===== src/rtl/head_addr_pkg.sv =====
package head_addr_pkg;
  localparam int CODE_W     = 4;
  localparam int NUM_ROWS   = 13;
  localparam int NUM_STATES = NUM_ROWS + 1;
  localparam int IDX_W      = $clog2(NUM_STATES);
  localparam int NUM_CH     = 2;

  localparam logic [IDX_W-1:0] LAST_IDX = IDX_W'(NUM_STATES - 1);

  // Scan position -> row code: reflected binary, with the last state folded to MSB-only
  function automatic logic [CODE_W-1:0] idx_to_code(input logic [IDX_W-1:0] idx);
    logic [CODE_W-1:0] g;
    if (idx == LAST_IDX) g = {1'b1, {(CODE_W-1){1'b0}}};
    else                 g = CODE_W'(idx ^ (idx >> 1));
    return g;
  endfunction
endpackage


===== src/rtl/scan_counter.sv =====
module scan_counter
  import head_addr_pkg::*;
(
  input  logic              clk_i,
  input  logic              rst_ni,
  input  logic              en_i,
  input  logic              step_i,
  input  logic              clr_ni,
  input  logic              up_i,
  output logic [CODE_W-1:0] code_o
);
  logic             step_q;
  logic [IDX_W-1:0] idx_q;
  logic             step_rise;

  assign step_rise = step_i & ~step_q;

  always_ff @(posedge clk_i or negedge rst_ni) begin
    if (!rst_ni) begin
      step_q <= 1'b0;
      idx_q  <= '0;
    end else begin
      step_q <= step_i;
      if (en_i) begin
        if (!clr_ni) begin
          idx_q <= '0;
        end else if (step_rise) begin
          if (up_i) idx_q <= (idx_q == LAST_IDX) ? '0 : idx_q + 1'b1;
          else      idx_q <= (idx_q == '0) ? LAST_IDX : idx_q - 1'b1;
        end
      end
    end
  end

  assign code_o = idx_to_code(idx_q);

  p_idx_range_r3: assert property (@(posedge clk_i) disable iff (!rst_ni)
    idx_q <= LAST_IDX);
  p_clear_r4: assert property (@(posedge clk_i) disable iff (!rst_ni)
    (en_i && !clr_ni) |=> (code_o == '0));
  p_bypass_hold_r5: assert property (@(posedge clk_i) disable iff (!rst_ni)
    !en_i |=> $stable(code_o));
  p_level_hold_r12: assert property (@(posedge clk_i) disable iff (!rst_ni)
    (en_i && clr_ni && (step_i == step_q)) |=> $stable(code_o));
endmodule


===== src/rtl/row_decoder.sv =====
module row_decoder
  import head_addr_pkg::*;
(
  input  logic [CODE_W-1:0]   code_i,
  output logic [NUM_ROWS-1:0] line_o
);
  always_comb begin
    line_o = '0;
    for (int k = 1; k <= NUM_ROWS; k++) begin
      if (idx_to_code(IDX_W'(k)) == code_i) line_o[k-1] = 1'b1;
    end
  end

  always_comb begin
    if (code_i == 4'b0000 || code_i == 4'b1001 || code_i == 4'b1011)
      p_dead_code_r7: assert (line_o == '0);
    p_single_line_r10: assert ($countones(line_o) <= 1);
  end
endmodule


===== src/rtl/head_addr_scan.sv =====
module head_addr_scan
  import head_addr_pkg::*;
(
  input  logic                clk_i,
  input  logic                rst_ni,
  input  logic                cnt_en_i,
  input  logic                step_sel0_i,
  input  logic                clr_sel1_i,
  input  logic                dir_sel2_i,
  input  logic                sel3_i,
  input  logic                chan_b_i,
  input  logic                chan_en_ni,
  output logic [NUM_ROWS-1:0] row_a_o,
  output logic [NUM_ROWS-1:0] row_b_o
);
  logic [CODE_W-1:0]   cnt_code;
  logic [CODE_W-1:0]   code;
  logic [NUM_ROWS-1:0] line;
  logic [NUM_ROWS-1:0] row_q [NUM_CH];

  scan_counter u_cnt (
    .clk_i  (clk_i),
    .rst_ni (rst_ni),
    .en_i   (cnt_en_i),
    .step_i (step_sel0_i),
    .clr_ni (clr_sel1_i),
    .up_i   (dir_sel2_i),
    .code_o (cnt_code)
  );

  assign code = cnt_en_i ? cnt_code : {sel3_i, dir_sel2_i, clr_sel1_i, step_sel0_i};

  row_decoder u_dec (
    .code_i (code),
    .line_o (line)
  );

  for (genvar ch = 0; ch < NUM_CH; ch++) begin : g_ch
    always_ff @(posedge clk_i or negedge rst_ni) begin
      if (!rst_ni) row_q[ch] <= '0;
      else if (!chan_en_ni && (int'(chan_b_i) == ch)) row_q[ch] <= line;
      else row_q[ch] <= '0;
    end
  end

  assign row_a_o = row_q[0];
  assign row_b_o = row_q[1];

  p_onehot_r10: assert property (@(posedge clk_i) disable iff (!rst_ni)
    $onehot0({row_b_o, row_a_o}));
  p_disabled_r9: assert property (@(posedge clk_i) disable iff (!rst_ni)
    chan_en_ni |=> (row_a_o == '0 && row_b_o == '0));
  p_route_a_r8: assert property (@(posedge clk_i) disable iff (!rst_ni)
    !chan_b_i |=> (row_b_o == '0));
  p_route_b_r8: assert property (@(posedge clk_i) disable iff (!rst_ni)
    chan_b_i |=> (row_a_o == '0));
endmodule


===== config.mk =====
export PLATFORM = sky130hd
export DESIGN_NAME = head_addr_scan
export DESIGN_NICKNAME = d
export VERILOG_FILES = /design/src/rtl/head_addr_pkg.sv /design/src/rtl/scan_counter.sv /design/src/rtl/row_decoder.sv /design/src/rtl/head_addr_scan.sv
export SDC_FILE = /design/constraint.sdc
export NUM_CORES = 1
export LEC_CHECK = 0
export BUFFER_PORTS_ARGS = -buffer_cell sky130_fd_sc_hd__buf_2
export CORE_ASPECT_RATIO = 1.1
export CORE_MARGIN = 2
export CORE_UTILIZATION = 58
export DETAILED_ROUTE_END_ITERATION = 10
export GPL_TIMING_DRIVEN = 0
export HOLD_SLACK_MARGIN = 0.1
export PLACE_DENSITY = 0.85
export SLEW_MARGIN = 20
export SYNTH_ARGS = -nofsm -noshare
export SYNTH_HDL_FRONTEND = slang
export SYNTH_HIERARCHICAL = 1
export SYNTH_SLANG_ARGS = --single-unit

===== constraint.sdc =====
create_clock -name clk_i -period 4.06 [get_ports clk_i]
set_clock_uncertainty 0.1 [all_clocks]
set_input_delay 0.406 -clock clk_i [delete_from_list [all_inputs] [get_ports clk_i]]
set_output_delay 0.406 -clock clk_i [all_outputs]
set_load 0.03 [all_outputs]

==> report_table.html, run 1 <==
<table>
<tr><th>Metric</th><th>Value</th></tr>
<tr><th colspan="2">STA</th></tr>
<tr><td>Pins over their slew limit</td><td>0</td></tr>
<tr><td>Share of the cycle needed by the critical path after routing</td><td>0.541</td></tr>
<tr><td>Setup repair after global routing missed its margin</td><td>false</td></tr>
<tr><td>Setup violations, final</td><td>0</td></tr>
<tr><td>Final period demand of the worst path</td><td>roughly 2.2 ns</td></tr>
<tr><td>Total Neg Setup Slack</td><td>0 ns</td></tr>
<tr><td>Worst Tran Pin Value</td><td>0.670 ns</td></tr>
<tr><td>Max Clock Freq</td><td>roughly 460 MHz</td></tr>
<tr><td>Slew margin rel.</td><td>0.554</td></tr>
<tr><td>Final-report hold violation count</td><td>0</td></tr>
<tr><th colspan="2">Setup path</th></tr>
<tr><td>Type of destination of the critical path</td><td>flop</td></tr>
<tr><td>CP required</td><td>between 4 and 5 ns</td></tr>
<tr><td>Worst-path maximum fanout</td><td>10</td></tr>
<tr><td>Worst EP arrival</td><td>roughly 2.3 ns</td></tr>
<tr><td>Setup crit start kind</td><td>flop</td></tr>
<tr><td>Worst Path Class, Setup</td><td>flop to flop</td></tr>
<tr><th colspan="2">Detailed routing</th></tr>
<tr><td>DRT iter0 DRCs</td><td>33</td></tr>
<tr><td>Highest routed layer</td><td>met4</td></tr>
<tr><td>Total length of routed met2 wires</td><td>roughly 1600 um</td></tr>
<tr><td>Number of nets with antenna violations after detailed routing</td><td>0</td></tr>
<tr><td>Number of vias per cell after detailed routing</td><td>5.69</td></tr>
<tr><td>Routed metal-1 wirelength</td><td>1300 um</td></tr>
<tr><td>DRC Markers</td><td>0</td></tr>
<tr><td>Routed wire per std cell</td><td>15.3 um</td></tr>
<tr><td>Number of iterations in the first detailed-routing pass</td><td>4</td></tr>
<tr><td>Met3 routed WL</td><td>roughly 190 um</td></tr>
<tr><td>Final wirelength</td><td>around 3100 um</td></tr>
<tr><td>DR vias</td><td>between 1000 and 1500</td></tr>
<tr><th colspan="2">Power</th></tr>
<tr><td>Clock Power Share</td><td>0.288</td></tr>
<tr><td>P_int</td><td>594 uW</td></tr>
<tr><td>Switching power of the nets</td><td>257 uW</td></tr>
<tr><td>Portion of total power attributed to sequential cells</td><td>0.399</td></tr>
<tr><td>Pwr/cell area</td><td>434 mW/mm^2</td></tr>
<tr><td>Net switching share of the total power</td><td>0.302</td></tr>
<tr><td>Leak pwr</td><td>1.04 nW</td></tr>
<tr><td>Share of total power in combinational logic</td><td>0.312</td></tr>
<tr><td>Largest vdd supply drop</td><td>around 0.36 mV</td></tr>
<tr><th colspan="2">Placement</th></tr>
<tr><td>GP Congestion</td><td>between 0.7 and 0.8</td></tr>
<tr><td>Placed wire-length estimate</td><td>about 2200 um</td></tr>
<tr><td>Cell Count Post-Placement</td><td>just under 200</td></tr>
<tr><td>Buffers on Ports</td><td>34</td></tr>
<tr><th colspan="2">Die</th></tr>
<tr><td>Starting utilization of the core area</td><td>0.602</td></tr>
<tr><td>Number of placement rows</td><td>20</td></tr>
<tr><td>Total I/O pin count</td><td>35</td></tr>
<tr><td>Vertical die dimension</td><td>around 60 um</td></tr>
<tr><td>Overall die width</td><td>approximately 55 um</td></tr>
<tr><td>Area of the placeable core</td><td>between 0.002 and 0.003 mm^2</td></tr>
<tr><td>DIE AREA</td><td>about 0.0033 mm^2</td></tr>
<tr><th colspan="2">Synth</th></tr>
<tr><td>Share of synthesized area occupied by flip-flops and latches</td><td>0.473</td></tr>
<tr><td>Number of enable-type register cells in the synthesized netlist</td><td>0</td></tr>
<tr><td>Yosys warns</td><td>6</td></tr>
<tr><td>Share of synthesized flip-flops with an asynchronous set or reset</td><td>1.00</td></tr>
<tr><td>Netlist cell types</td><td>38</td></tr>
<tr><td>Total of flip-flops plus latches after synthesis</td><td>31</td></tr>
<tr><td>Per-instance average area after synthesis</td><td>12.9 um^2</td></tr>
<tr><td>Most used flip-flop cell after synthesis</td><td>dfrtp_1</td></tr>
<tr><td>Post-Synthesis Cell Area</td><td>0.00164 mm^2</td></tr>
<tr><td>Synthesized instance count</td><td>about 130</td></tr>
<tr><td>Post-synthesis net count</td><td>141</td></tr>
<tr><th colspan="2">Run</th></tr>
<tr><td>Max-capacitance violation count</td><td>0</td></tr>
<tr><th colspan="2">Clock network</th></tr>
<tr><td>Number of sinks handled by clock tree synthesis</td><td>31</td></tr>
<tr><td>Inserted Clock Buffers</td><td>5</td></tr>
<tr><td>Clock Path Buffers</td><td>2</td></tr>
<tr><td>H-tree levels</td><td>2</td></tr>
<tr><td>CTS tree</td><td>yes</td></tr>
<tr><td>Source-to-sink clock delay at the later pin of the worst-skew pair</td><td>about 0.32 ns</td></tr>
<tr><td>Count of buffers added by post-CTS timing repair for setup</td><td>0</td></tr>
<tr><td>Worst-path clk slew</td><td>about 0.1 ns</td></tr>
<tr><td>Clk root buf</td><td>clkbuf_4</td></tr>
<tr><th colspan="2">Status</th></tr>
<tr><td>Outcome</td><td>finished, final reports clean</td></tr>
<tr><th colspan="2">Global route</th></tr>
<tr><td>Final global-route overflow total</td><td>0</td></tr>
<tr><td>Initial antenna violation count</td><td>0</td></tr>
<tr><td>Vias in the first global route</td><td>1092</td></tr>
<tr><td>Combined global-route utilization of all metal layers</td><td>0.221</td></tr>
<tr><td>Maximum number of pins on one net before global-route repair</td><td>32</td></tr>
<tr><td>Wire length of the first global-routing pass</td><td>about 5000 um</td></tr>
<tr><th colspan="2">Layout</th></tr>
<tr><td>Most frequent cells in the layout</td><td>buf_2, dfrtp_1, and3b_1, nor3b_1, buf_6</td></tr>
<tr><td>Area growth from synthesis to layout</td><td>19.4%</td></tr>
<tr><td>Core utilization of the finished layout</td><td>0.718</td></tr>
<tr><td>Fraction of final layout cells with drive strength greater than 1</td><td>0.433</td></tr>
<tr><td>Most common cell after layout, fill and taps aside</td><td>buf_2</td></tr>
<tr><td>ANT cells</td><td>0</td></tr>
<tr><td>Layout Cells excl Fill</td><td>between 200 and 250</td></tr>
<tr><td>Nets</td><td>184</td></tr>
<tr><th colspan="2">Worst hold path</th></tr>
<tr><td>Worst Hold Class</td><td>input pin to flop</td></tr>
</table>
stage by stage:
stage	worst slack [ns]	area (um^2)	hold WS (ns)	power (mW)
global route	1.72	1960	0.276	0.899
detailed placement	1.87	1850	0.376	0.607
floorplan	2.10	1640	0.0104	0.550
finish	1.86	1960	0.276	0.851
global placement	1.96	1850	0.355	0.596
CTS	1.86	1950	0.105	0.853
registers in the layout, summed over array words and instances, names as in the netlist:
signal / cells
row_a_o: 13
row_b_o: 13
u_cnt/idx_q: 4
u_cnt/step_q: 1
power groups by stage:
stage	clock network (mW)	registers (mW)	logic, mW
2_1_floorplan	0	0.360	0.190
5_1_grt	0.267	0.342	0.289
3_3_place_gp	0	0.344	0.251
3_5_place_dp	0	0.346	0.261
4_1_cts	0.250	0.340	0.264
6_report	0.245	0.340	0.266
what timing repair did:
| action | 4_1_cts | 5_1_grt |
|---|---|---|
| hold buffers | 1 | 1 |
| setup endpoints to repair | 0 | 0 |
| hold endpoints to repair | 31 | 1 |
| resized for setup | 0 | 0 |
critical path: stages (launching register included):
cell     delay [ns]
dfrtp_1        0.45
inv_1          0.15
ha_1           0.31
and2_1         0.14
mux2_2         0.29
buf_6          0.15
nor4b_2        0.28
nor3b_1        0.21
path summary, 6_finish.rpt:
check	start	to	slack, ns	cells past startpoint
max in group asynchronous	rst_ni	row_b_o[7]	2.87	2
worst max-delay path	u_cnt/idx_q[1]	row_a_o[0]	1.86	7
min in group asynchronous	rst_ni	u_cnt/idx_q[0]	0.55	2
worst min-delay path	clr_sel1_i	u_cnt/idx_q[3]	0.28	3
worst min register to register	u_cnt/idx_q[3]	u_cnt/idx_q[3]	0.54	2
worst max register to register	u_cnt/idx_q[1]	row_a_o[0]	1.86	7
logic make-up after synthesis:
family          after synthesis  synth area share
mux                           6            0.0396
xor+xnor                      2            0.0107
simple gates                 56             0.302
buf+inv                      14            0.0709
compound gates               13            0.0663
fa+ha+maj                     5            0.0381
flops                        31             0.473
cell usage after synthesis, types with 2 or more instances:
cell type	n	share of area
nor3b_1	13	0.059
ha_1	5	0.038
and3b_1	13	0.069
buf_6	8	0.055
inv_1	5	0.011
nand2_1	5	0.011
mux2i_1	2	0.012
mux2_2	4	0.027
o21ai_0	2	0.0061
nand2b_1	2	0.0076
nor4b_2	2	0.018
dfrtp_1	31	0.47
nor4b_4	2	0.029
nand3_1	2	0.0061
and4bb_2	5	0.038
and4b_2	3	0.021
nor2_1	2	0.0046
routing by layer:
layer,GRT usage,vias up
met5,0,-
met4,0.111,0
met3,0.0675,7
met2,0.361,40
met1,0.259,562
li1,-,552
area by class of cell:
type / count / area, um^2
repair buffers: 36 / 190
clock buffers: 6 / 51.3
inverters: 5 / 18.8
plain buffers: 9 / 97.6
fillers: 216 / 768
clock inverters: 2 / 35.0
well taps: 33 / 41.3
multi-input cells: 82 / 749
flip-flops and latches: 31 / 776
Note: power is estimated with default switching activity, not from simulation.
==> run 2: changes to the inputs <==
--- a/config.mk
+++ b/config.mk
@@ -5,14 +5,15 @@
 export SDC_FILE = /design/constraint.sdc
 export NUM_CORES = 1
 export LEC_CHECK = 0
+export ABC_AREA = 1
 export BUFFER_PORTS_ARGS = -buffer_cell sky130_fd_sc_hd__buf_2
 export CORE_ASPECT_RATIO = 1.1
 export CORE_MARGIN = 2
-export CORE_UTILIZATION = 58
+export CORE_UTILIZATION = 47
 export DETAILED_ROUTE_END_ITERATION = 10
 export GPL_TIMING_DRIVEN = 0
 export HOLD_SLACK_MARGIN = 0.1
-export PLACE_DENSITY = 0.85
+export PLACE_DENSITY = 0.76
 export SLEW_MARGIN = 20
 export SYNTH_ARGS = -nofsm -noshare
 export SYNTH_HDL_FRONTEND = slang
==> constraint.sdc (replaced) <==
create_clock -name clk_i -period 1.85 [get_ports clk_i]
set_clock_uncertainty 0.1 [all_clocks]
set_input_delay 0.185 -clock clk_i [delete_from_list [all_inputs] [get_ports clk_i]]
set_output_delay 0.185 -clock clk_i [all_outputs]
set_load 0.03 [all_outputs]
==> report_table.html, run 2 <==
<table>
<tr><th>Metric</th><th>Value</th></tr>
<tr><th colspan="2">Layout</th></tr>
<tr><td>Number of fill cells in the layout</td><td>258 (+19%)</td></tr>
<tr><td>ANT cells</td><td>0 (unchanged)</td></tr>
<tr><td>Most common cell after layout, fill and taps aside</td><td>nand2_1</td></tr>
<tr><td>Area growth from synthesis to layout</td><td>29.6%</td></tr>
<tr><td>Area of combinational cells with multiple inputs</td><td>519 um^2 (-31%)</td></tr>
<tr><td>Nets</td><td>236 (+28%)</td></tr>
<tr><td>Layout Cells excl Fill</td><td>256 (+25%)</td></tr>
<tr><td>Fraction of final layout cells with drive strength greater than 1</td><td>0.305 (-0.128)</td></tr>
<tr><td>Most frequent cells in the layout</td><td>nand2_1, nor2_1, buf_2</td></tr>
<tr><td>Combined flip-flop and latch cell area</td><td>778 um^2 (+0.32%)</td></tr>
<tr><th colspan="2">STA</th></tr>
<tr><td>Total Neg Setup Slack</td><td>0 ns (unchanged)</td></tr>
<tr><td>Setup repair after global routing missed its margin</td><td>false</td></tr>
<tr><td>Slew margin rel.</td><td>0.569 (+0.0151)</td></tr>
<tr><td>Share of the cycle needed by the critical path after routing</td><td>0.919 (+0.377)</td></tr>
<tr><td>Setup violations, final</td><td>0 (unchanged)</td></tr>
<tr><td>Worst Tran Pin Value</td><td>0.647 ns (-0.0227 ns)</td></tr>
<tr><td>Final period demand of the worst path</td><td>1.70 ns (-0.498 ns)</td></tr>
<tr><td>Final-report hold violation count</td><td>0 (unchanged)</td></tr>
<tr><td>Max Clock Freq</td><td>588 MHz (+29%)</td></tr>
<tr><td>Pins over their slew limit</td><td>0 (unchanged)</td></tr>
<tr><th colspan="2">Detailed routing</th></tr>
<tr><td>Number of vias per cell after detailed routing</td><td>4.46 (-22%)</td></tr>
<tr><td>Number of iterations in the first detailed-routing pass</td><td>4 (unchanged)</td></tr>
<tr><td>Routed wire per std cell</td><td>10.1 um (-35%)</td></tr>
<tr><td>DRC Markers</td><td>0 (unchanged)</td></tr>
<tr><td>Number of nets with antenna violations after detailed routing</td><td>0 (unchanged)</td></tr>
<tr><td>Final wirelength</td><td>2570 um (-18%)</td></tr>
<tr><td>DR vias</td><td>1141 (-1.7%)</td></tr>
<tr><td>DRT iter0 DRCs</td><td>17 (-48%)</td></tr>
<tr><th colspan="2">Worst hold path</th></tr>
<tr><td>Worst Hold Class</td><td>input pin to flop</td></tr>
<tr><th colspan="2">Clock network</th></tr>
<tr><td>CTS tree</td><td>yes</td></tr>
<tr><td>Clk root buf</td><td>clkbuf_4</td></tr>
<tr><td>Inserted Clock Buffers</td><td>5 (unchanged)</td></tr>
<tr><td>Source-to-sink clock delay at the later pin of the worst-skew pair</td><td>0.32 ns (about the same)</td></tr>
<tr><td>Worst-path clk slew</td><td>0.10 ns (about the same)</td></tr>
<tr><td>Number of sinks handled by clock tree synthesis</td><td>31 (unchanged)</td></tr>
<tr><td>H-tree levels</td><td>2 (unchanged)</td></tr>
<tr><td>Clock Path Buffers</td><td>2 (unchanged)</td></tr>
<tr><th colspan="2">Placement</th></tr>
<tr><td>GP Congestion</td><td>0.878 (+12%)</td></tr>
<tr><td>Placed wire-length estimate</td><td>1880 um (-14%)</td></tr>
<tr><td>Cell Count Post-Placement</td><td>238 (+23%)</td></tr>
<tr><td>Buffers on Ports</td><td>34 (unchanged)</td></tr>
<tr><th colspan="2">Power</th></tr>
<tr><td>Share of total power in combinational logic</td><td>0.227 (-0.085)</td></tr>
<tr><td>Leak pwr</td><td>1.02 nW (-1.9%)</td></tr>
<tr><td>Largest vdd supply drop</td><td>0.613 mV (+70%)</td></tr>
<tr><td>Portion of total power attributed to sequential cells</td><td>0.445 (+0.046)</td></tr>
<tr><td>P_int</td><td>1.16 mW (+96%)</td></tr>
<tr><td>Switching power of the nets</td><td>489 uW (+91%)</td></tr>
<tr><td>Pwr/cell area</td><td>905 mW/mm^2 (+110%)</td></tr>
<tr><td>Net switching share of the total power</td><td>0.296 (-0.00573)</td></tr>
<tr><td>Clock Power Share</td><td>0.327 (+0.039)</td></tr>
<tr><th colspan="2">Synth</th></tr>
<tr><td>Post-Synthesis Cell Area</td><td>0.00141 mm^2 (-14%)</td></tr>
<tr><td>Yosys warns</td><td>6 (unchanged)</td></tr>
<tr><td>Cell types occupying the most area after synthesis</td><td>dfrtp_1, nand2_1, nor2_1</td></tr>
<tr><td>Total of flip-flops plus latches after synthesis</td><td>31 (unchanged)</td></tr>
<tr><td>Synthesized instance count</td><td>171 (+35%)</td></tr>
<tr><td>Share of synthesized flip-flops with an asynchronous set or reset</td><td>1.00 (unchanged)</td></tr>
<tr><td>Library cell with the highest instance count after synthesis</td><td>nand2_1</td></tr>
<tr><td>Netlist cell types</td><td>15 (-61%)</td></tr>
<tr><td>Per-instance average area after synthesis</td><td>8.25 um^2 (-36%)</td></tr>
<tr><td>Commonest cells in the netlist</td><td>nand2_1, nor2_1, dfrtp_1</td></tr>
<tr><td>Number of enable-type register cells in the synthesized netlist</td><td>0 (unchanged)</td></tr>
<tr><td>Most used flip-flop cell after synthesis</td><td>dfrtp_1</td></tr>
<tr><td>Largest area contributor in the netlist</td><td>dfrtp_1</td></tr>
<tr><td>Fraction of post-synthesis cell area in the top cell type by area</td><td>0.550 (+0.0776)</td></tr>
<tr><td>Share of synthesized area occupied by flip-flops and latches</td><td>0.550 (+0.0776)</td></tr>
<tr><td>Post-synthesis net count</td><td>185 (+31%)</td></tr>
<tr><th colspan="2">Die</th></tr>
<tr><td>Number of placement rows</td><td>20 (unchanged)</td></tr>
<tr><td>DIE AREA</td><td>0.00346 mm^2 (+5.6%)</td></tr>
<tr><td>Total I/O pin count</td><td>35 (unchanged)</td></tr>
<tr><td>Vertical die dimension</td><td>61.5 um (+2.8%)</td></tr>
<tr><td>Area of the placeable core</td><td>0.00280 mm^2 (+2.8%)</td></tr>
<tr><td>Overall die width</td><td>56.2 um (+2.7%)</td></tr>
<tr><td>Starting utilization of the core area</td><td>0.503 (-0.0987)</td></tr>
<tr><th colspan="2">Global route</th></tr>
<tr><td>Wire length of the first global-routing pass</td><td>4290 um (-15%)</td></tr>
<tr><td>Final global-route overflow total</td><td>0 (unchanged)</td></tr>
<tr><td>Vias in the first global route</td><td>1009 (-7.6%)</td></tr>
<tr><td>Maximum number of pins on one net before global-route repair</td><td>32 (unchanged)</td></tr>
<tr><td>Initial antenna violation count</td><td>0 (unchanged)</td></tr>
<tr><td>Combined global-route utilization of all metal layers</td><td>0.168 (-0.0540)</td></tr>
<tr><th colspan="2">Setup path</th></tr>
<tr><td>Worst Path Class, Setup</td><td>flop to flop</td></tr>
<tr><td>Worst EP arrival</td><td>1.85 ns (-0.48 ns)</td></tr>
<tr><td>CP required</td><td>2.00 ns (-2.19 ns)</td></tr>
<tr><td>Worst-path maximum fanout</td><td>6 (-4)</td></tr>
<tr><td>Type of destination of the critical path</td><td>flop</td></tr>
<tr><td>Setup crit start kind</td><td>flop</td></tr>
<tr><td>Slack of the worst reg-to-reg path</td><td>0.15 ns (-1.71 ns)</td></tr>
<tr><th colspan="2">Run</th></tr>
<tr><td>Max-capacitance violation count</td><td>0 (unchanged)</td></tr>
<tr><th colspan="2">Status</th></tr>
<tr><td>Outcome</td><td>finished, final reports clean</td></tr>
</table>
-- run 2: power groups by stage --
stage               clock network (mW)  logic, mW  registers (mW)
global placement                     0      0.329           0.745
global route                     0.589      0.429           0.740
CTS                              0.562      0.348           0.733
detailed placement                   0      0.333           0.746
finish                           0.542      0.376           0.736
floorplan                            0      0.225           0.767
-- run 2: repair_timing --
action | 4_1_cts | 5_1_grt
hold buffers | 8 | 0
hold endpoints to repair | 41 | 0
setup buffers | 0 | 2
pin swaps | 0 | 1
gates resized for setup | 1 | 13
setup endpoints to repair | 6 | 12
-- run 2: path summary, 6_finish.rpt --
kind,startpoint,end,cells past startpoint
setup / recovery,u_cnt/idx_q[2],row_a_o[7],10
hold reg to reg,u_cnt/idx_q[3],u_cnt/idx_q[3],2
max in group asynchronous,rst_ni,u_cnt/idx_q[2],2
min in group asynchronous,rst_ni,row_b_o[4],2
setup reg to reg,u_cnt/idx_q[2],row_a_o[7],10
hold / removal,cnt_en_i,u_cnt/idx_q[3],4
-- run 2: routing by layer --
layer | share of wire | vias to the layer above | GRT usage
met5 | 0 | - | 0
met2 | 0.47 | 31 | 0.264
met4 | 0.025 | 0 | 0.122
met1 | 0.44 | 498 | 0.204
li1 | - | 604 | -
met3 | 0.058 | 8 | 0.0420
-- run 2: through the flow --
step / power [mW] / setup WS [ns] / area (um^2) / hold WS (ns) / util
2_1_floorplan: 0.992 / 0.241 / 1410 / -0.211 / -
3_3_place_gp: 1.07 / 0.0110 / 1620 / 0.144 / 0.579
3_5_place_dp: 1.08 / 0.0224 / 1620 / 0.152 / 0.579
4_1_cts: 1.64 / 0.0189 / 1790 / 0.185 / 0.638
5_1_grt: 1.76 / 0.0158 / 1830 / 0.216 / 0.652
6_report: 1.65 / 0.150 / 1830 / 0.198 / 0.652
-- run 2: cell families after synthesis --
| kind of cell | count (synthesis) | synth area share |
|---|---|---|
| adder cells (fa/ha/maj) | 5 | 0.0444 |
| AO/OA/AOI/OAI | 4 | 0.0142 |
| flip-flops | 31 | 0.550 |
| AND/OR/NAND/NOR | 101 | 0.295 |
| buffers and inverters | 30 | 0.0958 |
-- run 2: cell type report --
| type | count | share of cell area |
|---|---|---|
| plain buffers | 3 | 0.0185 |
| clock buffers | 6 | 0.0281 |
| clock inverters | 2 | 0.0192 |
| inverters | 27 | 0.0568 |
| multi-input cells | 110 | 0.284 |
| flip-flops and latches | 31 | 0.426 |
| well taps | 33 | 0.0226 |
| repair buffers | 44 | 0.145 |
-- run 2: critical path, stage by stage (launching register included) --
cell	delay, ns
dfrtp_2	0.47
inv_4	0.10
ha_1	0.22
and2_1	0.15
nand2_1	0.06
nand2_1	0.10
inv_2	0.08
nand2_2	0.07
nor2_1	0.10
inv_1	0.06
nor2_1	0.11
==> run 3: changes to the inputs <==
--- a/config.mk
+++ b/config.mk
@@ -7,8 +7,8 @@
 export LEC_CHECK = 0
 export ABC_AREA = 1
 export BUFFER_PORTS_ARGS = -buffer_cell sky130_fd_sc_hd__buf_2
-export CORE_ASPECT_RATIO = 1.1
-export CORE_MARGIN = 2
+export CORE_ASPECT_RATIO = 0.7
+export CORE_MARGIN = 5
 export CORE_UTILIZATION = 47
 export DETAILED_ROUTE_END_ITERATION = 10
 export GPL_TIMING_DRIVEN = 0
==> report_table.html, run 3 (same netlist as run 2, synthesis figures left out) <==
<table>
<tr><th>Metric</th><th>Value</th></tr>
<tr><th colspan="2">Clock network</th></tr>
<tr><td>Inserted Clock Buffers</td><td>5 (unchanged)</td></tr>
<tr><td>Worst-path clk slew</td><td>0.06 ns (-0.04 ns)</td></tr>
<tr><td>Number of sinks handled by clock tree synthesis</td><td>31 (unchanged)</td></tr>
<tr><td>H-tree levels</td><td>2 (unchanged)</td></tr>
<tr><td>Clk root buf</td><td>clkbuf_8</td></tr>
<tr><td>Clock Path Buffers</td><td>2 (unchanged)</td></tr>
<tr><td>Source-to-sink clock delay at the later pin of the worst-skew pair</td><td>0.28 ns (-0.04 ns)</td></tr>
<tr><td>CTS tree</td><td>yes</td></tr>
<tr><th colspan="2">STA</th></tr>
<tr><td>Max Clock Freq</td><td>577 MHz (-1.9%)</td></tr>
<tr><td>Final period demand of the worst path</td><td>1.73 ns (+0.0333 ns)</td></tr>
<tr><td>Worst Tran Pin Value</td><td>0.644 ns (-0.00283 ns)</td></tr>
<tr><td>Total Neg Setup Slack</td><td>0 ns (unchanged)</td></tr>
<tr><td>Slew margin rel.</td><td>0.571 (+0.00188)</td></tr>
<tr><td>Share of the cycle needed by the critical path after routing</td><td>0.937 (+0.0180)</td></tr>
<tr><td>Setup repair after global routing missed its margin</td><td>true</td></tr>
<tr><td>Final-report hold violation count</td><td>0 (unchanged)</td></tr>
<tr><td>Setup violations, final</td><td>0 (unchanged)</td></tr>
<tr><td>Pins over their slew limit</td><td>0 (unchanged)</td></tr>
<tr><th colspan="2">Setup path</th></tr>
<tr><td>Type of destination of the critical path</td><td>flop</td></tr>
<tr><td>Worst-path maximum fanout</td><td>6 (unchanged)</td></tr>
<tr><td>Number of cell instances on the worst register-to-register path</td><td>10 (unchanged)</td></tr>
<tr><td>Beginning of the worst register-to-register path</td><td>u_cnt/idx_q[2]</td></tr>
<tr><td>Endpoint of the worst-slack reg-to-reg timing path</td><td>row_b_o[7]</td></tr>
<tr><td>CP required</td><td>1.97 ns (-0.03 ns)</td></tr>
<tr><td>Worst Path Class, Setup</td><td>flop to flop</td></tr>
<tr><td>Worst EP arrival</td><td>1.85 ns (about the same)</td></tr>
<tr><td>Startpoint of the most critical setup path</td><td>u_cnt/idx_q[2]</td></tr>
<tr><td>Setup crit start kind</td><td>flop</td></tr>
<tr><td>Slack of the worst reg-to-reg path</td><td>0.12 ns (-0.03 ns)</td></tr>
<tr><td>Endpoint of the worst setup timing path</td><td>row_b_o[7]</td></tr>
<tr><th colspan="2">Layout</th></tr>
<tr><td>Area growth from synthesis to layout</td><td>28.7%</td></tr>
<tr><td>Final instance area</td><td>0.00182 mm^2 (-0.68%)</td></tr>
<tr><td>Most common cell after layout, fill and taps aside</td><td>nand2_1</td></tr>
<tr><td>Nets</td><td>231 (-2.1%)</td></tr>
<tr><td>ANT cells</td><td>0 (unchanged)</td></tr>
<tr><td>Most frequent cells in the layout</td><td>nand2_1, nor2_1, buf_2</td></tr>
<tr><td>Fraction of final layout cells with drive strength greater than 1</td><td>0.289 (-0.0159)</td></tr>
<tr><th colspan="2">Die</th></tr>
<tr><td>Number of placement rows</td><td>16 (-20%)</td></tr>
<tr><td>Overall die width</td><td>75.5 um (+34%)</td></tr>
<tr><td>Total I/O pin count</td><td>35 (unchanged)</td></tr>
<tr><td>Vertical die dimension</td><td>55.8 um (-9.2%)</td></tr>
<tr><td>Area of the placeable core</td><td>0.00284 mm^2 (+1.4%)</td></tr>
<tr><td>DIE AREA</td><td>0.00421 mm^2 (+22%)</td></tr>
<tr><td>Starting utilization of the core area</td><td>0.496 (-0.00709)</td></tr>
<tr><th colspan="2">Placement</th></tr>
<tr><td>Placed wire-length estimate</td><td>2110 um (+12%)</td></tr>
<tr><td>Buffers on Ports</td><td>34 (unchanged)</td></tr>
<tr><td>GP Congestion</td><td>0.855 (-2.7%)</td></tr>
<tr><td>Cell area after placement</td><td>0.00163 mm^2 (+0.23%)</td></tr>
<tr><th colspan="2">Detailed routing</th></tr>
<tr><td>Final wirelength</td><td>2850 um (+11%)</td></tr>
<tr><td>Number of vias per cell after detailed routing</td><td>4.57 (+2.6%)</td></tr>
<tr><td>Routed wire per std cell</td><td>11.2 um (+12%)</td></tr>
<tr><td>DR vias</td><td>1162 (+1.8%)</td></tr>
<tr><td>Number of iterations in the first detailed-routing pass</td><td>4 (unchanged)</td></tr>
<tr><td>DRT iter0 DRCs</td><td>71 (+54)</td></tr>
<tr><td>Number of nets with antenna violations after detailed routing</td><td>0 (unchanged)</td></tr>
<tr><td>DRC Markers</td><td>0 (unchanged)</td></tr>
<tr><th colspan="2">Power</th></tr>
<tr><td>Pwr/cell area</td><td>979 mW/mm^2 (+8.2%)</td></tr>
<tr><td>Largest vdd supply drop</td><td>0.745 mV (+22%)</td></tr>
<tr><td>Leak pwr</td><td>1.02 nW (-0.57%)</td></tr>
<tr><th colspan="2">Global route</th></tr>
<tr><td>Vias in the first global route</td><td>1005 (-0.40%)</td></tr>
<tr><td>Final global-route overflow total</td><td>0 (unchanged)</td></tr>
<tr><td>Combined global-route utilization of all metal layers</td><td>0.147 (-0.0209)</td></tr>
<tr><td>Maximum number of pins on one net before global-route repair</td><td>32 (unchanged)</td></tr>
<tr><td>Wire length of the first global-routing pass</td><td>4550 um (+6.0%)</td></tr>
<tr><td>Initial antenna violation count</td><td>0 (unchanged)</td></tr>
<tr><th colspan="2">Worst hold path</th></tr>
<tr><td>Worst Hold Class</td><td>input pin to flop</td></tr>
<tr><th colspan="2">Status</th></tr>
<tr><td>Outcome</td><td>finished, final reports clean</td></tr>
<tr><th colspan="2">Run</th></tr>
<tr><td>Max-capacitance violation count</td><td>0 (unchanged)</td></tr>
</table>
[run 3: changes by cell type in the layout (fill, tap and decap cells not counted), moves of 2 or more]
cell,delta
clkbuf_4,-5
clkbuf_8,+5
dlygate4sd3_1,-4
inv_1,+2
inv_2,-2
[run 3: where the power goes]
part	total [mW]	internal (mW)	leakage, nW	switching (mW)
logic	0.359	0.124	0.532	0.235
registers	0.741	0.708	0.423	0.0325
clock network	0.678	0.435	0.0612	0.243
[run 3: worst min-delay path by stage]
stage / slack [ns] / start / cells after the start / end
after floorplan: -0.21 / rst_ni / 0 / row_a_o[0]
after global placement: 0.14 / rst_ni / 1 / u_cnt/idx_q[1]
after detailed placement: 0.15 / rst_ni / 1 / row_b_o[9]
after CTS: 0.10 / chan_b_i / 4 / row_a_o[0]
after global routing: 0.13 / chan_b_i / 4 / row_a_o[0]
final: 0.11 / chan_b_i / 4 / row_a_o[12]
[run 3: repair_timing]
item | 4_1_cts | 5_1_grt
hold buffers | 4 | 0
buffers inserted | 0 | 1
endpoints found under the setup margin | 0 | 23
gates resized for setup | 0 | 10
hold endpoints to repair | 38 | 0
[run 3: routing by layer]
layer	GRT usage	up-vias	wire length [um]
met5	0	-	0
li1	-	596	-
met3	0.0560	5	296
met1	0.204	523	1290
met4	0.0823	0	45
met2	0.192	38	1220
[run 3: through the flow]
stage                     hold slack, ns  cells  worst slack, ns  power [mW]  utilization
after floorplan                   -0.211    171            0.241       0.992            -
after global placement             0.143    241           0.0524        1.08        0.572
after detailed placement           0.151    241           0.0322        1.08        0.572
after CTS                          0.102    253           0.0106        1.77        0.627
after global routing               0.125    254          -0.0107        1.87        0.639
final                              0.110    254            0.117        1.78        0.639
[run 3: area by class of cell]
type                    instances  area, um^2
clock buffers                   6        82.6
repair buffers                 39         218
multi-input cells             110         519
plain buffers                   3        33.8
inverters                      27         104
clock inverters                 2        35.0
well taps                      36        45.0
fillers                       250        1030
flip-flops and latches         31         778
[run 3: worst max-delay path, cell delays in order, from the launching register on]
cell and delay [ns]:
dfrtp_2 0.48, inv_4 0.11, ha_1 0.22, and2_1 0.16
nand2_1 0.07, nand2_2 0.08, inv_1 0.07, nand2_1 0.09
nor2_1 0.12, inv_1 0.07, nor2_2 0.11
